**config.mk**
```make
export PLATFORM = sky130hd
export DESIGN_NAME = bank_cam
export DESIGN_NICKNAME = d
export VERILOG_FILES = /design/src/rtl/cam_pkg.sv /design/src/rtl/cam_prio_enc.sv /design/src/rtl/cam_bank.sv /design/src/rtl/bank_cam.sv
export SDC_FILE = /design/constraint.sdc
export NUM_CORES = 1
export LEC_CHECK = 0
export BUFFER_PORTS_ARGS = -buffer_cell sky130_fd_sc_hd__buf_2
export CORE_ASPECT_RATIO = 1.1
export CORE_MARGIN = 4
export CORE_UTILIZATION = 55
export CTS_CLUSTER_DIAMETER = 80
export DETAILED_ROUTE_END_ITERATION = 12
export PLACE_DENSITY = 0.73
export SLEW_MARGIN = 20
export SYNTH_ARGS = -nofsm -noshare
export SYNTH_HDL_FRONTEND = slang
export SYNTH_HIERARCHICAL = 1
export SYNTH_SLANG_ARGS = --single-unit
```
**constraint.sdc**
```tcl
create_clock -name clk -period 3.3 [get_ports clk]
set_input_delay 0.495 -clock clk [delete_from_list [all_inputs] [get_ports clk]]
set_output_delay 0.495 -clock clk [all_outputs]
set_load 0.01 [all_outputs]
```
**src/rtl/cam_pkg.sv**
```systemverilog
package cam_pkg;

  localparam int unsigned DEF_WORD_W    = 16;
  localparam int unsigned DEF_BANK_BITS = 2;
  localparam int unsigned DEF_DEPTH     = 4;

  // global entry number from bank number and slot inside the bank
  function automatic int addr_join(input int bank, input int idx, input int idx_w);
    return bank * (1 << idx_w) + idx;
  endfunction

endpackage

```
**src/rtl/cam_prio_enc.sv**
```systemverilog
module cam_prio_enc #(
  parameter int unsigned N = 4,
  localparam int unsigned IW = (N > 1) ? $clog2(N) : 1
) (
  input  logic [N-1:0]  req,
  output logic          any,
  output logic [IW-1:0] idx
);

  always_comb begin
    any = |req;
    idx = '0;
    for (int i = N - 1; i >= 0; i--) begin
      if (req[i]) idx = IW'(i);
    end
  end

endmodule

```
**src/rtl/cam_bank.sv**
```systemverilog
module cam_bank #(
  parameter int unsigned LOCAL_W = 14,
  parameter int unsigned DEPTH   = 4,
  localparam int unsigned IDX_W  = (DEPTH > 1) ? $clog2(DEPTH) : 1
) (
  input  logic               clk,
  input  logic               rst_n,
  input  logic               wr_en,
  input  logic [LOCAL_W-1:0] wr_data,
  input  logic               del_en,
  input  logic [IDX_W-1:0]   del_idx,
  input  logic               srch_en,
  input  logic [LOCAL_W-1:0] key,
  output logic               full,
  output logic               hit,
  output logic [IDX_W-1:0]   hit_idx
);

  logic [DEPTH-1:0]   valid_q;
  logic [LOCAL_W-1:0] data_q [DEPTH];
  logic [DEPTH-1:0]   match_vec;
  logic [DEPTH-1:0]   free_vec;
  logic               free_any;
  logic [IDX_W-1:0]   free_idx;
  logic               do_write;

  function automatic logic [DEPTH-1:0] below(input logic [IDX_W-1:0] k);
    logic [DEPTH-1:0] m;
    m = '0;
    for (int i = 0; i < DEPTH; i++) begin
      if (i < int'(k)) m[i] = 1'b1;
    end
    return m;
  endfunction

  // per-entry comparators, enabled only when this bank is searched
  for (genvar g = 0; g < DEPTH; g++) begin : g_cmp
    assign match_vec[g] = srch_en && valid_q[g] && (data_q[g] == key);
  end

  assign free_vec = ~valid_q;
  assign full     = &valid_q;
  assign do_write = wr_en && free_any;

  cam_prio_enc #(.N(DEPTH)) i_match_enc (.req(match_vec), .any(hit), .idx(hit_idx));
  cam_prio_enc #(.N(DEPTH)) i_free_enc  (.req(free_vec), .any(free_any), .idx(free_idx));

  always_ff @(posedge clk or negedge rst_n) begin
    if (!rst_n) begin
      valid_q <= '0;
    end else begin
      if (del_en)   valid_q[del_idx]  <= 1'b0;
      if (do_write) valid_q[free_idx] <= 1'b1;
    end
  end

  always_ff @(posedge clk) begin
    if (do_write) data_q[free_idx] <= wr_data;
  end


  drop_on_full_chk: assert property (@(posedge clk) disable iff (!rst_n)
    (wr_en && full && !del_en) |=> $stable(valid_q));


  alloc_one_chk: assert property (@(posedge clk) disable iff (!rst_n)
    (wr_en && !full && !del_en) |=> ($countones(valid_q) == $countones($past(valid_q)) + 1));


  lowest_wins_chk: assert property (@(posedge clk) disable iff (!rst_n)
    hit |-> (match_vec[hit_idx] && ((match_vec & below(hit_idx)) == '0)));

endmodule

```
**src/rtl/bank_cam.sv**
```systemverilog
module bank_cam #(
  parameter int unsigned WORD_W    = cam_pkg::DEF_WORD_W,
  parameter int unsigned BANK_BITS = cam_pkg::DEF_BANK_BITS,
  parameter int unsigned DEPTH     = cam_pkg::DEF_DEPTH,
  localparam int unsigned NUM_BANKS = 1 << BANK_BITS,
  localparam int unsigned LOCAL_W   = WORD_W - BANK_BITS,
  localparam int unsigned IDX_W     = (DEPTH > 1) ? $clog2(DEPTH) : 1,
  localparam int unsigned ADDR_W    = BANK_BITS + IDX_W
) (
  input  logic                 clk,
  input  logic                 rst_n,
  input  logic                 wr_valid,
  input  logic [WORD_W-1:0]    wr_word,
  input  logic                 del_valid,
  input  logic [ADDR_W-1:0]    del_addr,
  input  logic                 sr_valid,
  input  logic [WORD_W-1:0]    sr_word,
  output logic                 result_valid,
  output logic                 result_hit,
  output logic                 result_miss,
  output logic [ADDR_W-1:0]    result_addr,
  output logic                 wr_overflow,
  output logic [NUM_BANKS-1:0] bank_full
);

  logic [BANK_BITS-1:0] wr_bank, sr_bank, del_bank;
  logic [IDX_W-1:0]     del_idx;
  logic [NUM_BANKS-1:0] bank_hit;
  logic [IDX_W-1:0]     bank_hit_idx [NUM_BANKS];
  logic                 sel_hit;
  logic [IDX_W-1:0]     sel_idx;
  logic                 wr_blocked;

  assign wr_bank  = wr_word[WORD_W-1 -: BANK_BITS];
  assign sr_bank  = sr_word[WORD_W-1 -: BANK_BITS];
  assign del_bank = del_addr[ADDR_W-1 -: BANK_BITS];
  assign del_idx  = del_addr[IDX_W-1:0];

  for (genvar b = 0; b < NUM_BANKS; b++) begin : g_bank
    cam_bank #(.LOCAL_W(LOCAL_W), .DEPTH(DEPTH)) i_bank (
      .clk     (clk),
      .rst_n   (rst_n),
      .wr_en   (wr_valid && (wr_bank == BANK_BITS'(b))),
      .wr_data (wr_word[LOCAL_W-1:0]),
      .del_en  (del_valid && (del_bank == BANK_BITS'(b))),
      .del_idx (del_idx),
      .srch_en (sr_valid && (sr_bank == BANK_BITS'(b))),
      .key     (sr_word[LOCAL_W-1:0]),
      .full    (bank_full[b]),
      .hit     (bank_hit[b]),
      .hit_idx (bank_hit_idx[b])
    );
  end

  assign sel_hit    = |bank_hit;
  assign sel_idx    = bank_hit_idx[sr_bank];
  assign wr_blocked = wr_valid && bank_full[wr_bank];

  always_ff @(posedge clk or negedge rst_n) begin
    if (!rst_n) begin
      result_valid <= 1'b0;
      result_hit   <= 1'b0;
      result_miss  <= 1'b0;
      result_addr  <= '0;
      wr_overflow  <= 1'b0;
    end else begin
      result_valid <= sr_valid;
      result_hit   <= sel_hit;
      result_miss  <= sr_valid && !sel_hit;
      result_addr  <= sel_hit
                      ? ADDR_W'(cam_pkg::addr_join(int'(sr_bank), int'(sel_idx), IDX_W))
                      : '0;
      wr_overflow  <= wr_blocked;
    end
  end


  one_bank_hit_chk: assert property (@(posedge clk) disable iff (!rst_n)
    $onehot0(bank_hit));


  addr_bank_chk: assert property (@(posedge clk) disable iff (!rst_n)
    result_hit |-> (result_addr[ADDR_W-1 -: BANK_BITS] == $past(sr_bank)));


  miss_excl_chk: assert property (@(posedge clk) disable iff (!rst_n)
    result_miss |-> (result_valid && !result_hit && result_addr == '0));


  no_overflow_chk: assert property (@(posedge clk) disable iff (!rst_n)
    wr_overflow |-> $past(|bank_full));

endmodule

```
==> flow_summary.toml, run 1 <==
[status]
status = "completed"

[cts]
numCtsBuffers = 25
cts_sinks = 248
cts_tree = "done"
clockBufferDepth = 3
clk_pin_slew_worst_paths_ns = 0.06
worstSkewPairLatency_ns = 0.52
holdBufCountCts = 0
cts_root_buf = "clkbuf_16"
post_cts_buffers = 0
cts_resized = 0
cts_max_level = 1

[routing]
num_vias = 6552
ant_nets = 0
drc_errors = 0
drt-pass1-iter-count = 5
drt_wl_total_um = 28000
vias_per_cell = 5.87
wire_per_inst_um = 25.1
dr.first_iter.drc_count = 646

[power]
power.total_w = 0.00796
p_leak_nw = 4.23
ir_drop_v = 0.000410
p_per_area_nw_per_um2 = 629

[critical_path]
rrSetupSlack_ns = 0.86
end_kind = "output port"
timing.critical_path.buf_inv = 2
crit_chain = "inv_1 > nor4_1 > buf_2"
cp-start-kind = "flip-flop"
cpPeakStageDelay_ns = 0.86
arrival_ns = 2.16
timing.rr.start = "g_bank[3].i_bank/data_q[2][13]"
crit_family = "simple AND/OR/NAND/NOR gates"
r2r_end = "result_addr[0]"
reg2reg_depth = 7
path_max_fanout = 4
critPathKind = "flip-flop to output port"
cp-startpoint = "g_bank[1].i_bank/valid_q[1]"
critPathRequiredTime_ns = 2.80
cpMaxStageDelayCell = "nor4_1"

[logic_synthesis]
yosys.area_share.simple_pct = 11.1
synth_xor_area_share_pct = 17.8
synth_top_family_by_area = "XOR/XNOR gates"
synthAdderAreaFrac_pct = 0
synth_top_cells_by_area = "edfxtp_1 61%, xnor2_1 14%, dfrtp_1 5.4%"
synth_area_per_cell_um2 = 14.3
synth-seq-cells = 248
synth_area_um2 = 11000
synth_nets = 811
synthArstFlopShare_pct = 9.68
synth_compound_area_share_pct = 1.82
muxShareOfSynthArea_pct = 0.613
synth_top_area_share_pct = 61.0
yosysSeqAreaShare_pct = 66.4
synthCells = 770
yosysWarningCount = 6
synthFlopType = "edfxtp_1"
synth_top_area_cell = "edfxtp_1"
synth_edf_count = 224
synth_cell_types = 32

[grt]
grt_pass1_vias = 6649
antenna_found_initial = 1
grt_util_all_layers_pct = 25.4
grt_overflow = 0
grt_pass1_wl_um = 41300
grt_start_max_net_pins = 25

[sta]
fin_crit_sh_pct = 80.4
tns_ns = 0
max_freq_ghz = 0.377
setup_violations = 0
slew_headroom_pct = 32.5
fin_skew_ns = 0.0123
fin_crit_ns = 2.65
worstMarginPinSlew_ns = 1.00
rsz0062_at_grt = "no"
hold_ws_ns = 0.00799
finalHoldViolCount = 0
slew_violations = 0

[layout]
nets = 888
drive_gt1_share_pct = 19.2
syn2layout_area_growth_pct = 14.6
antenna_cells = 0
layout_commonest_cell = "edfxtp_1"
stdcell_area_um2 = 12600
final_cell_mix = "224 x edfxtp_1, 176 x xnor2_1, 52 x buf_2"

[floorplan]
initial_core_util_pct = 55.7
ioPinCount = 53
die_x_um = 143
die-area_um2 = 22400
chipHeight_um = 157
num_rows = 54
coreArea_um2 = 19800

[place]
gp_congestion = 0.932
dpl.hpwl_um = 18300
placed_area_um2 = 11800
portBuffers = 52

[run]
drv_cap = 0

[hold_path]
min_path_type = "input port to async pin"
==> layout make-up <==
cell class | instances | area (um2)
sequential | 248 | 7330
timing repair buffer | 86 | 541
tap | 252 | 315
fill | 1460 | 7150
clock buffer | 33 | 696
clock inverter | 12 | 159
inverter | 29 | 109
multi-input combinational | 457 | 3500
==> worst max-delay path by stage <==
| stage | cells after the start | endpoint | slack [ns] |
|---|---|---|---|
| after global routing | 3 | bank_full[1] | 0.54 |
| after floorplan | 8 | result_addr[0] | 0.74 |
| after CTS | 3 | bank_full[1] | 0.65 |
| after detailed placement | 9 | result_addr[0] | 0.26 |
| after global placement | 8 | result_addr[1] | 0.37 |
| final | 3 | bank_full[1] | 0.65 |
==> per-stage QoR <==
stage	worst slack, ns	cells	util [%]
3_3_place_gp	0.368	1072	59.6
6_report	0.648	1117	63.9
2_1_floorplan	0.740	770	-
5_1_grt	0.544	1117	63.9
3_5_place_dp	0.257	1072	59.6
4_1_cts	0.652	1117	63.9
==> synthesized netlist by cell type, types with 16 or more instances <==
| cell type | number |
|---|---|
| clkbuf_1 | 35 |
| dfrtp_1 | 24 |
| edfxtp_1 | 224 |
| inv_1 | 29 |
| nand2_1 | 35 |
| nand3_1 | 24 |
| nand4_1 | 32 |
| nor2_1 | 27 |
| nor3_1 | 16 |
| nor4_2 | 16 |
| or4_1 | 16 |
| xnor2_1 | 176 |
| xor2_1 | 48 |
==> metal layers <==
metal / global-route usage (%) / share of wire (%) / vias up
li1: - / - / 2889
met1: 34.6 / 40 / 3327
met2: 43.0 / 50 / 281
met3: 3.61 / 7.3 / 53
met4: 7.38 / 2.8 / 2
met5: 0 / 0.046 / -
==> where the power goes <==
part | switching, W | leakage, nW | total [W] | internal, W
clock network | 0.00114 | 0.427 | 0.00293 | 0.00179
logic | 0.000733 | 1.48 | 0.00112 | 0.000385
registers | 0.000178 | 2.32 | 0.00391 | 0.00373
==> sequential cells by signal, summed over array words and instances (netlist names) <==
| register | flops |
|---|---|
| wr_overflow | 1 |
| result_hit | 1 |
| g_bank.i_bank/data_q | 224 |
| result_miss | 1 |
| g_bank.i_bank/valid_q | 16 |
| result_valid | 1 |
| result_addr | 4 |
==> cell families (layout without fill, tap and decap cells) <==
logic type / Yosys count / count (layout)
multiplexers: 3 / 3
AO/OA/AOI/OAI: 28 / 28
AND/OR/NAND/NOR: 202 / 202
buffers and inverters: 65 / 160
flip-flops: 248 / 248
XOR/XNOR: 224 / 224
==> worst reg2reg max path, stage by stage (launching register included) <==
cell and delay (ns):
edfxtp_1 0.38, xor2_1 0.15, or4_1 0.56, nor4_2 0.34, nand2b_1 0.19, a21oi_2 0.07
mux4_2 0.47, nor2b_4 0.13
(Power assumes the default switching activity.)
==> inputs of run 2 (changes only) <==
==> constraint.sdc (replaced) <==
create_clock -name clk -period 2.6 [get_ports clk]
set_input_delay 0.39 -clock clk [delete_from_list [all_inputs] [get_ports clk]]
set_output_delay 0.39 -clock clk [all_outputs]
set_load 0.01 [all_outputs]
==> run 2 against run 1 <==
Net effect:
- routed wire length shrank 0.89%
- hold slack better by 0.071 ns
- critical endpoint unchanged
- clock skew is 0.0036 ns lower
- largest power group unchanged
- first-iteration DRC count is 3.1% higher
- sequential share of layout area decreased by 1.4 points
==> flow_summary.toml, run 2 (synthesis gave the netlist of run 1 again) <==
[floorplan]
ioPinCount = 53
num_rows = 54
initial_core_util_pct = 55.7
die_x_um = 143
die-area_um2 = 22400
coreArea_um2 = 19800
chipHeight_um = 157

[grt]
grt_util_all_layers_pct = 25.2
grt_pass1_vias = 6784
grt_overflow = 0
antenna_found_initial = 0
grt_start_max_net_pins = 25
grt_pass1_wl_um = 41400

[hold_path]
min_from = "sr_valid"
hold_end = "result_valid"
min_path_type = "input port to flip-flop"
min_path_cells = 1

[critical_path]
arrival_ns = 2.01
cpMaxStageDelayCell = "nor4_1"
critPathRequiredTime_ns = 2.21
path_max_fanout = 4
crit_chain = "inv_1 > nor4_1 > buf_2"
cpPeakStageDelay_ns = 0.62
rrSetupSlack_ns = 0.22
critPathKind = "flip-flop to output port"
timing.rr.start = "g_bank[2].i_bank/data_q[0][13]"
reg2reg_depth = 7
end_kind = "output port"
cp-start-kind = "flip-flop"
r2r_end = "result_addr[1]"

[place]
dpl.hpwl_um = 18200
portBuffers = 52
placed_area_um2 = 12100
placed_cells = 1100
post-place-ws_ns = -0.188
gp_congestion = 0.877

[sta]
slew_headroom_pct = 54.3
fin_crit_sh_pct = 92.4
rsz0062_at_grt = "no"
worstMarginPinSlew_ns = 0.679
finalHoldViolCount = 0
max_freq_ghz = 0.416
setup_slack_ns = 0.199
fin_crit_ns = 2.40
setup_violations = 0
fin_skew_ns = 0.00870
slew_violations = 0
hold_ws_ns = 0.0793

[cts]
post_cts_buffers = 0
cts_resized = 0
clockBufferDepth = 3
cts_sinks = 248
cts_tree = "done"
numCtsBuffers = 25
holdBufCountCts = 1
cts_max_level = 1
worstSkewPairLatency_ns = 0.52
clk_pin_slew_worst_paths_ns = 0.06
cts_root_buf = "clkbuf_16"

[routing]
vias_per_cell = 5.79
dr.first_iter.drc_count = 666
ant_nets = 0
drc_errors = 0
drt_wl_total_um = 27700
num_vias = 6635
drt-pass1-iter-count = 5
wire_per_inst_um = 24.2

[layout]
fin_cells = 1146
final_cell_mix = "224 x edfxtp_1, 176 x xnor2_1, 55 x buf_4"
reg.largest.list = "g_bank.i_bank/data_q x224, g_bank.i_bank/valid_q x16, result_addr x4"
antenna_cells = 0
nets = 917
layout_commonest_cell = "edfxtp_1"
largest_reg_flops = 224
multiInputGateArea_um2 = 3500
fillCellCount = 1404
drive_gt1_share_pct = 21.3
regArea_um2 = 7330
stdcell_area_um2 = 12900
syn2layout_area_growth_pct = 17.4
largest_register = "g_bank.i_bank/data_q"

[run]
drv_cap = 0

[power]
p_per_area_nw_per_um2 = 792
ir_drop_v = 0.000583
p_leak_nw = 4.40
power.total_w = 0.0103

[status]
status = "completed"
## run 2: cell count changes in the layout (fill, tap and decap cells not counted), sizes merged
cell         change
clkinv           +3
buf             +28
inv              +1
clkbuf           -6
dlygate4sd3      +1
bufinv           +2
## run 2: worst max path at each step
stage                     cells after the start                           start              to  slack [ns]
after floorplan                               8                     sr_word[14]  result_addr[0]        0.15
after global placement                        8                     sr_word[13]  result_addr[1]       -0.12
after detailed placement                      8                     sr_word[13]  result_addr[1]       -0.19
after CTS                                     3     g_bank[1].i_bank/valid_q[1]    bank_full[1]        0.19
after global routing                          7  g_bank[2].i_bank/data_q[0][13]  result_addr[1]         0.1
final                                         3     g_bank[1].i_bank/valid_q[1]    bank_full[1]        0.20
## run 2: final cells by class
cell class	instances	share of cell area, %
clock inverter	18	1.87
clock buffer	27	4.89
sequential	248	56.6
multi-input combinational	457	27.0
tap	252	2.44
timing repair buffer	115	6.36
inverter	29	0.841
## run 2: power breakdown
part | total [W] | switching, W | internal (W) | leakage (nW)
Sequential | 0.00497 | 0.000241 | 0.00473 | 2.32
Combinational | 0.00146 | 0.000943 | 0.000516 | 1.65
Clock | 0.00382 | 0.00147 | 0.00235 | 0.427
## run 2: worst max-delay path, delay by kind of cell, from the launching register on
kind          cells  cell delay, ns
flops             1            0.46
simple gates      1            0.62
buf+inv           2            0.41
## run 2: layer usage
metal	track usage, %	wire (um)	up-vias
li1	-	-	2952
met1	34.1	11000	3327
met2	43.2	14000	302
met3	3.33	2000	54
met4	7.24	760	0
met5	0	0	-
## run 2: stage by stage
stage	setup TNS (ns)	utilization, %
2_1_floorplan	0	-
3_3_place_gp	-0.227	60.9
3_5_place_dp	-0.380	60.9
4_1_cts	0	65.4
5_1_grt	0	65.4
6_report	0	65.4
==> inputs of run 3 (changes only) <==
--- a/config.mk
+++ b/config.mk
@@ -9,6 +9,7 @@
 export CORE_ASPECT_RATIO = 1.1
 export CORE_MARGIN = 4
 export CORE_UTILIZATION = 55
+export CTS_BUF_LIST = sky130_fd_sc_hd__clkbuf_8
 export CTS_CLUSTER_DIAMETER = 80
 export DETAILED_ROUTE_END_ITERATION = 12
 export PLACE_DENSITY = 0.73
==> run 3 against run 2 <==
Net effect:
- sequential power barely moved
- combinational power barely moved
- worst setup slack got worse by 0.0067 ns
- largest power group unchanged
==> flow_summary.toml, run 3 (synthesis gave the netlist of run 1 again) <==
[critical_path]
critPathKind = "flip-flop to output port"
critPathRequiredTime_ns = 2.21
end_kind = "output port"
cp-start-kind = "flip-flop"
path_max_fanout = 4
arrival_ns = 2.02

[sta]
fin_crit_ns = 2.41
worstMarginPinSlew_ns = 0.704
finalHoldViolCount = 0
setup_violations = 0
rsz0062_at_grt = "no"
slew_headroom_pct = 52.7
max_freq_ghz = 0.415
fin_skew_ns = 0.0207
setup_slack_ns = 0.192
fin_crit_sh_pct = 92.6
slew_violations = 0

[hold_path]
min_path_type = "input port to flip-flop"

[place]
gp_congestion = 0.877
post-place-ws_ns = -0.188
portBuffers = 52
placed_area_um2 = 12100
dpl.hpwl_um = 18200

[grt]
grt_pass1_vias = 6898
grt_pass1_wl_um = 41400
grt_util_all_layers_pct = 25.3
grt_start_max_net_pins = 25
grt_overflow = 0
antenna_found_initial = 0

[layout]
layout_commonest_cell = "edfxtp_1"
stdcell_area_um2 = 12800
multiInputGateArea_um2 = 3500
nets = 931
fillCellCount = 1438
regArea_um2 = 7330
largest_reg_flops = 224
final_cell_mix = "224 x edfxtp_1, 176 x xnor2_1, 55 x buf_4"
fin_util_pct = 64.8
largest_register = "g_bank.i_bank/data_q"
reg.largest.list = "g_bank.i_bank/data_q x224, g_bank.i_bank/valid_q x16, result_addr x4"
antenna_cells = 0
syn2layout_area_growth_pct = 16.4
drive_gt1_share_pct = 22.1

[routing]
ant_nets = 0
drc_errors = 0
dr.first_iter.drc_count = 572
drt_wl_total_um = 27700
wire_per_inst_um = 23.6
drt-pass1-iter-count = 5
vias_per_cell = 5.70
num_vias = 6684

[status]
status = "completed"

[cts]
cts_max_level = 2
numCtsBuffers = 39
cts_sinks = 248
clk_pin_slew_worst_paths_ns = 0.06
cts_root_buf = "clkbuf_8"
clockBufferDepth = 3
cts_tree = "done"
worstSkewPairLatency_ns = 0.53

[floorplan]
die_x_um = 143
coreArea_um2 = 19800
die-area_um2 = 22400
initial_core_util_pct = 55.7
chipHeight_um = 157
num_rows = 54
ioPinCount = 53

[power]
clkPwrFrac_pct = 33.1
p_seq_share_pct = 51.8
netSwitchingPower_w = 0.00262
p_leak_nw = 4.43
switching_share_pct = 27.2
ir_drop_v = 0.000654
p_per_area_nw_per_um2 = 749
internal-power_w = 0.00699
p_comb_share_pct = 15.1

[run]
drv_cap = 0
run 3: metrics by stage:
stage          setup TNS [ns]  std cells  power (W)  hold WS, ns
5_1_grt                     0       1172     0.0100       0.0567
3_3_place_gp           -0.227       1100    0.00636        0.421
6_report                    0       1172    0.00961       0.0838
2_1_floorplan               0        770    0.00582       0.0944
3_5_place_dp           -0.380       1100    0.00647        0.441
4_1_cts                     0       1172    0.00965       0.0511
run 3: layout make-up:
cell class	instances	share of cell area [%]
clock buffers	44	4.72
multi-input cells	457	27.2
flip-flops and latches	248	57.1
inverters	29	0.848
repair buffers	115	6.41
well taps	252	2.46
clock inverters	27	1.25
run 3: critical path: stages, from the launching register on:
cell and delay (ns):
dfrtp_1 0.45, inv_1 0.13, nor4_1 0.64, buf_2 0.27
run 3: worst paths after layout:
check / start / end / slack [ns] / cells after the start
worst max-delay path: g_bank[1].i_bank/valid_q[1] / bank_full[1] / 0.19 / 3
worst min-delay path: sr_valid / result_valid / 0.08 / 1
worst max register to register: g_bank[2].i_bank/data_q[0][13] / result_addr[1] / 0.21 / 7
worst min register to register: g_bank[2].i_bank/valid_q[3] / g_bank[2].i_bank/valid_q[3] / 0.54 / 1
max in group asynchronous: rst_n / result_addr[1] / 1.72 / 2
min in group asynchronous: rst_n / g_bank[3].i_bank/valid_q[2] / 0.44 / 2
run 3: power by group through the flow:
stage                     clock network, W  registers (W)  logic, W
final                              0.00318        0.00497   0.00145
after global placement                   0        0.00503   0.00133
after detailed placement                 0        0.00504   0.00143
after CTS                          0.00324        0.00496   0.00144
after floorplan                          0        0.00495  0.000877
after global routing               0.00344        0.00499   0.00157
run 3: metal layers:
layer | wire, um | global-route usage, %
met3 | 2020 | 3.70
met4 | 716 | 8.47
met1 | 11100 | 33.8
met2 | 13900 | 43.0
met5 | 0 | 0
run 3: timing repair:
action	in CTS	in global routing
hold buffers	1	0
endpoints found under the hold margin	24	0
setup buffers	0	0
resized for setup	0	0
